**src/rtl/sarg_pkg.sv**
```systemverilog
package sarg_pkg;
    typedef enum logic [1:0] {
        FILE_STK   = 2'd0,
        FILE_AUX   = 2'd1,
        FILE_CONST = 2'd2,
        FILE_NONE  = 2'd3
    } file_e;
endpackage

```
**src/rtl/sarg_spec_decode.sv**
```systemverilog
module sarg_spec_decode #(
    parameter int SW     = 7,
    parameter int RW     = 4,
    parameter int IW     = 7,
    parameter bit IS_DST = 1'b0
) (
    input  logic              opt,
    input  logic              aux,
    input  logic [RW-1:0]     code,
    input  logic [SW-1:0]     s_ptr,
    input  logic [SW-1:0]     l_ptr,
    output sarg_pkg::file_e   file,
    output logic [IW-1:0]     idx,
    output logic signed [1:0] delta
);
    import sarg_pkg::*;

    localparam int AW = IW + 1;

    logic [AW-1:0] loc_sum;
    logic [SW-1:0] s_dn;
    logic [SW-1:0] s_up;
    logic          stack_code;
    logic [1:0]    stack_sel;

    assign loc_sum    = AW'(l_ptr) + AW'(code);
    assign s_dn       = s_ptr - SW'(1);
    assign s_up       = s_ptr + SW'(1);
    assign stack_code = &code[RW-1:2];
    assign stack_sel  = code[1:0];

    always_comb begin
        file  = FILE_NONE;
        idx   = '0;
        delta = 2'sb00;
        if (!opt) begin
            if (!aux) begin
                file = FILE_STK;
                idx  = IW'(loc_sum[SW-1:0]);
            end else begin
                file = FILE_AUX;
                idx  = IW'(code);
            end
        end else if (!stack_code) begin
            file = FILE_CONST;
            idx  = IW'(code);
        end else begin
            file = FILE_STK;
            if (IS_DST) begin
                case (stack_sel)
                    2'd0: idx = IW'(s_ptr);
                    2'd1: idx = IW'(s_dn);
                    2'd2: idx = IW'(s_up);
                    default: begin
                        idx   = IW'(s_up);
                        delta = 2'sb01;
                    end
                endcase
            end else begin
                idx   = stack_sel[0] ? IW'(s_dn) : IW'(s_ptr);
                delta = stack_sel[1] ? 2'sb11 : 2'sb00;
            end
        end
    end
endmodule

```
**src/rtl/sarg_delta_sum.sv**
```systemverilog
module sarg_delta_sum #(
    parameter int N  = 3,
    parameter int DW = 3
) (
    input  logic signed [1:0]    parts [N],
    output logic signed [DW-1:0] total
);
    logic signed [DW-1:0] acc [N+1];

    assign acc[0] = '0;

    for (genvar g = 0; g < N; g++) begin : g_acc
        assign acc[g+1] = acc[g] + $signed({{(DW-2){parts[g][1]}}, parts[g]});
    end

    assign total = acc[N];
endmodule

```
**src/rtl/sarg_opgen.sv**
```systemverilog
module sarg_opgen #(
    parameter int STK_DEPTH = 128,
    parameter int REG_W     = 4,
    localparam int SW = $clog2(STK_DEPTH),
    localparam int IW = (SW > REG_W) ? SW : REG_W
) (
    input  logic              clk,
    input  logic              rst_n,
    input  logic              in_valid,
    input  logic              jump_fmt,
    input  logic              aux,
    input  logic              dst_opt,
    input  logic [REG_W-1:0]  dst_reg,
    input  logic              a_opt,
    input  logic [REG_W-1:0]  a_reg,
    input  logic              b_opt,
    input  logic [REG_W-1:0]  b_reg,
    input  logic              jmp_sel,
    input  logic              jmp_pop,
    input  logic [SW-1:0]     s_ptr,
    input  logic [SW-1:0]     l_ptr,
    output logic              out_valid,
    output logic [1:0]        dst_file,
    output logic [IW-1:0]     dst_idx,
    output logic [1:0]        a_file,
    output logic [IW-1:0]     a_idx,
    output logic [1:0]        b_file,
    output logic [IW-1:0]     b_idx,
    output logic signed [2:0] s_delta
);
    import sarg_pkg::*;

    localparam int DW    = 3;
    localparam int SLOTS = 3;

    typedef struct packed {
        logic              valid;
        logic [1:0]        dst_file;
        logic [IW-1:0]     dst_idx;
        logic [1:0]        a_file;
        logic [IW-1:0]     a_idx;
        logic [1:0]        b_file;
        logic [IW-1:0]     b_idx;
        logic signed [DW-1:0] delta;
    } state_t;

    state_t st_d, st_q;

    file_e             dst_file_w, a_file_w, b_file_w;
    logic [IW-1:0]     dst_idx_w, a_idx_w, b_idx_w;
    logic signed [1:0] dst_dl_w, a_dl_w, b_dl_w;
    logic signed [1:0] parts [SLOTS];
    logic signed [DW-1:0] delta_w;
    logic [SW-1:0]     s_dn;

    assign s_dn = s_ptr - SW'(1);

    sarg_spec_decode #(.SW(SW), .RW(REG_W), .IW(IW), .IS_DST(1'b1)) u_dst (
        .opt(dst_opt), .aux(aux), .code(dst_reg), .s_ptr(s_ptr), .l_ptr(l_ptr),
        .file(dst_file_w), .idx(dst_idx_w), .delta(dst_dl_w)
    );

    sarg_spec_decode #(.SW(SW), .RW(REG_W), .IW(IW), .IS_DST(1'b0)) u_srca (
        .opt(a_opt), .aux(aux), .code(a_reg), .s_ptr(s_ptr), .l_ptr(l_ptr),
        .file(a_file_w), .idx(a_idx_w), .delta(a_dl_w)
    );

    sarg_spec_decode #(.SW(SW), .RW(REG_W), .IW(IW), .IS_DST(1'b0)) u_srcb (
        .opt(b_opt), .aux(aux), .code(b_reg), .s_ptr(s_ptr), .l_ptr(l_ptr),
        .file(b_file_w), .idx(b_idx_w), .delta(b_dl_w)
    );

    always_comb begin
        parts[0] = jump_fmt ? 2'sb00 : dst_dl_w;
        parts[1] = jump_fmt ? (jmp_pop ? 2'sb11 : 2'sb00) : a_dl_w;
        parts[2] = b_dl_w;
    end

    sarg_delta_sum #(.N(SLOTS), .DW(DW)) u_sum (
        .parts(parts),
        .total(delta_w)
    );

    always_comb begin
        st_d       = st_q;
        st_d.valid = in_valid;
        if (in_valid) begin
            st_d.b_file = b_file_w;
            st_d.b_idx  = b_idx_w;
            st_d.delta  = delta_w;
            if (jump_fmt) begin
                st_d.dst_file = FILE_NONE;
                st_d.dst_idx  = '0;
                st_d.a_file   = FILE_STK;
                st_d.a_idx    = jmp_sel ? IW'(s_dn) : IW'(s_ptr);
            end else begin
                st_d.dst_file = dst_file_w;
                st_d.dst_idx  = dst_idx_w;
                st_d.a_file   = a_file_w;
                st_d.a_idx    = a_idx_w;
            end
        end
    end

    always_ff @(posedge clk) begin
        if (!rst_n) begin
            st_q          <= '0;
            st_q.dst_file <= FILE_NONE;
            st_q.a_file   <= FILE_NONE;
            st_q.b_file   <= FILE_NONE;
        end else begin
            st_q <= st_d;
        end
    end

    assign out_valid = st_q.valid;
    assign dst_file  = st_q.dst_file;
    assign dst_idx   = st_q.dst_idx;
    assign a_file    = st_q.a_file;
    assign a_idx     = st_q.a_idx;
    assign b_file    = st_q.b_file;
    assign b_idx     = st_q.b_idx;
    assign s_delta   = st_q.delta;
endmodule

```
**config.mk**
```make
export PLATFORM = sky130hd
export DESIGN_NAME = sarg_opgen
export DESIGN_NICKNAME = d
export VERILOG_FILES = /design/src/rtl/sarg_pkg.sv /design/src/rtl/sarg_spec_decode.sv /design/src/rtl/sarg_delta_sum.sv /design/src/rtl/sarg_opgen.sv
export SDC_FILE = /design/constraint.sdc
export NUM_CORES = 1
export LEC_CHECK = 0
export ABC_AREA = 1
export BUFFER_PORTS_ARGS = -buffer_cell sky130_fd_sc_hd__clkbuf_2
export CORE_MARGIN = 5
export CORE_UTILIZATION = 57
export DETAILED_ROUTE_END_ITERATION = 8
export PLACE_DENSITY = 0.82
export SLEW_MARGIN = 20
export SYNTH_ARGS = -nofsm -noshare
export SYNTH_HDL_FRONTEND = slang
export SYNTH_HIERARCHICAL = 1
export SYNTH_SLANG_ARGS = --single-unit
```
**constraint.sdc**
```tcl
create_clock -name clk -period 2 [get_ports clk]
set_input_delay 0.1 -clock clk [delete_from_list [all_inputs] [get_ports clk]]
set_output_delay 0.1 -clock clk [all_outputs]
set_load 0.05 [all_outputs]
```
==> impl_results.md <==
* Critical path's largest stage delay at 360 ps
* Synth area leader: dfxtp_1
* # setup viols final at 0
* Synthesized area at 3397 sq um
* CP dominant cell by count: inv_1
* Pin count of the biggest net entering global routing at 31
* Die area at 7604 sq um
* CP Buf/Inv Count at 6
* Cells along the critical path: clkbuf_2 > nand2_1 > nor2_1 > inv_1 > nor3_1 > inv_1 > nor2_1 > inv_1 > fa_1 > inv_1 > ha_1 > inv_1 > nand2_1 > nand2_1 > nor2_1 > nor2_1
* Post_cts resized at 0
* Status: complete, no violations
* Worst hold slack at 124.6 ps
* Nets at 703
* Antenna violations before repair at 0
* Slowest-stage cell, CP: fa_1
* Clock transition at the registers of the reported paths at 70 ps
* DRT antenna net count at 0
* Fill count at 523
* RSZ-0062 raised after global routing: no
* Placed Area at 3836 sq um
* IR Drop Worst-Case VDD at 0.5865 mV
* Leading post-synthesis cells by instance count: nand2_1, inv_1, nand3_1, nor2_1, dfxtp_1
* Min-Delay Path Depth at 3
* Cell with the most instances after synthesis: nand2_1
* FMAX at 585.0 MHz
* Area grow syn2layout at 16.39%
* Iteration-0 DRC Markers at 277
* Post-synth EDFFs at 0
* CTS Buf Count at 5
* DRC viols at 0
* Worst-skew pair later-pin latency at 280 ps
* Die height at 87.20 um
* Synth Warn # at 6
* Yosys cell types at 41
* Via count at 3904
* Path depth of the worst reg2reg path at 2
* Synth top area share at 0.1827
* Async S/R FF share, synth at 0
* Core footprint at 5851 sq um
* Final Hold Fails at 0
* Overflow after GRT at 0
* # rows at 28
* Average size of a mapped cell at 5.928 sq um
* Peak fanout along the critical path at 5
* Max_cap viols at 0
* Crit path required time at 2190 ps
* Nature of the critical path startpoint: input pin
* Area of the multi-input gates at 2315 sq um
* TNS Setup at 0 ps
* Register area at 620.6 sq um
* Final Skew at 0 ps
* Arr. time, crit path at 1900 ps
* First-pass GRT wire length at 16260 um
* Port bufs at 66
* Synth Net Count at 631
* I/O Pins at 67
* Main synth FF type: dfxtp_1
* Worst setup EP type: register
* Initial Utilization at 0.5806
* Synthesized flop and latch total at 31
* H-Tree Depth at 2
* Layout cells sized above 1 at 0.2198
* Root buf cell: clkbuf_8
* Register area share after synthesis at 0.1827
* WP depth at 16
* CTS Buffer Depth at 2
* Post-route minimum period at 1709 ps
* Die Wd at 87.20 um
* # diodes at 0
* WS Path Type: input pin to register
* Routed WL per cell at 13.66 um
* Post-route cell area at 3954 sq um
* Final Max Tran Viols at 0
* GPL Wtd Cong at 0.9893
* Hold Path Class: input pin to register
* Least-Margin Pin Slew at 508.2 ps
* Hpwl dp at 7803 um
* # clock sinks at 31
* Vias per cell at 5.415
* Max-slew headroom at 0.6607
* Cell count after synthesis at 573
* Vias in the first global route at 3560
* Synth area leaders: dfxtp_1, nand2_1, nand3_1, inv_1, nor2_1
* GRT Overall Usage at 0.2672
* TritonRoute pass-1 iters at 5
* Hold-fix buffers, CTS at 0
* Post-CTS setup buffer count at 0
* Leak Pwr at 2.165 nW
* Tcrit/Tclk final at 0.8547
* P per Cell Area at 545.7 nW/um^2
* Critical path's top delay family: simple AND/OR/NAND/NOR gates
* CTS tree: done
* Final WL at 9852 um
==> flip-flops by register name, indices dropped and copies added, names as in the netlist <==
signal / flops
dst_file: 2
b_idx: 7
a_idx: 7
a_file: 2
out_valid: 1
s_delta: 3
b_file: 2
dst_idx: 7
==> stage by stage <==
| step | utilization | setup slack, ps | power, mW | instances |
|---|---|---|---|---|
| 2_1_floorplan | - | 410.2 | 1.267 | 573 |
| 3_3_place_gp | 0.6557 | 71.16 | 1.500 | 713 |
| 3_5_place_dp | 0.6557 | 39.34 | 1.516 | 713 |
| 4_1_cts | 0.6758 | 335.4 | 2.155 | 721 |
| 5_1_grt | 0.6758 | 102.1 | 2.275 | 721 |
| 6_report | 0.6758 | 290.6 | 2.157 | 721 |
==> final timing paths <==
kind                                start    endpoint  slack [ps]
worst max-delay path              dst_opt  s_delta[2]         290
worst min-delay path             jump_fmt    a_idx[4]         120
worst max register to register   a_idx[3]    a_idx[3]        1320
worst min register to register  b_file[1]   b_file[1]         460
==> cell families after synthesis <==
group                      share of synthesized area
AOI/OAI and AO/OA                             0.1447
xor gates and xnor gates                    0.007736
adders and majority gates                    0.09208
buffers and inverters                         0.1359
DFF                                           0.1827
other                                       0.001104
and+or+nand+nor                               0.4357
==> worst register-to-register path, cell delays in order (launching register included) <==
cell     delay (ps)
dfxtp_1         330
o21ai_0         180
a21oi_1          60
==> area by class of cell <==
type                       instances  share of cell area
clock buffer                       6             0.02089
timing repair buffer              79              0.1082
sequential                        31              0.1570
multi-input combinational        429              0.5854
clock inverter                     2            0.008861
inverter                          99             0.09589
tap                               75             0.02373
==> power by group <==
group | switching, mW | internal, mW | total, mW
clock network | 0.241 | 0.403 | 0.644
registers | 0.0198 | 0.657 | 0.677
logic | 0.582 | 0.255 | 0.836
==> cell usage in the layout (no fill, tap or decap), types with 2 or more instances in the layout <==
cell type,instances
nor2_4,8
o21ai_2,4
o211ai_1,4
fa_1,5
dfxtp_1,31
nand3_2,4
o21bai_1,2
nor3_2,2
nand3b_1,2
nand2_1,149
o21ai_0,28
buf_4,13
nand2_2,8
nand3_1,78
o22ai_1,2
nand2_4,4
clkbuf_2,66
xor2_1,3
a21oi_1,30
a21oi_2,7
nor2_1,57
o21ai_1,3
clkbuf_8,6
inv_1,84
clkinv_2,3
nor2_2,2
ha_1,17
inv_4,2
inv_2,10
==> routing by layer <==
metal | GRT usage | routed length (um)
met1 | 0.3372 | 4077
met2 | 0.4527 | 4664
met3 | 0.04541 | 757
met4 | 0.1032 | 353
met5 | 0 | 0
Note: power is estimated with default switching activity, not from simulation.
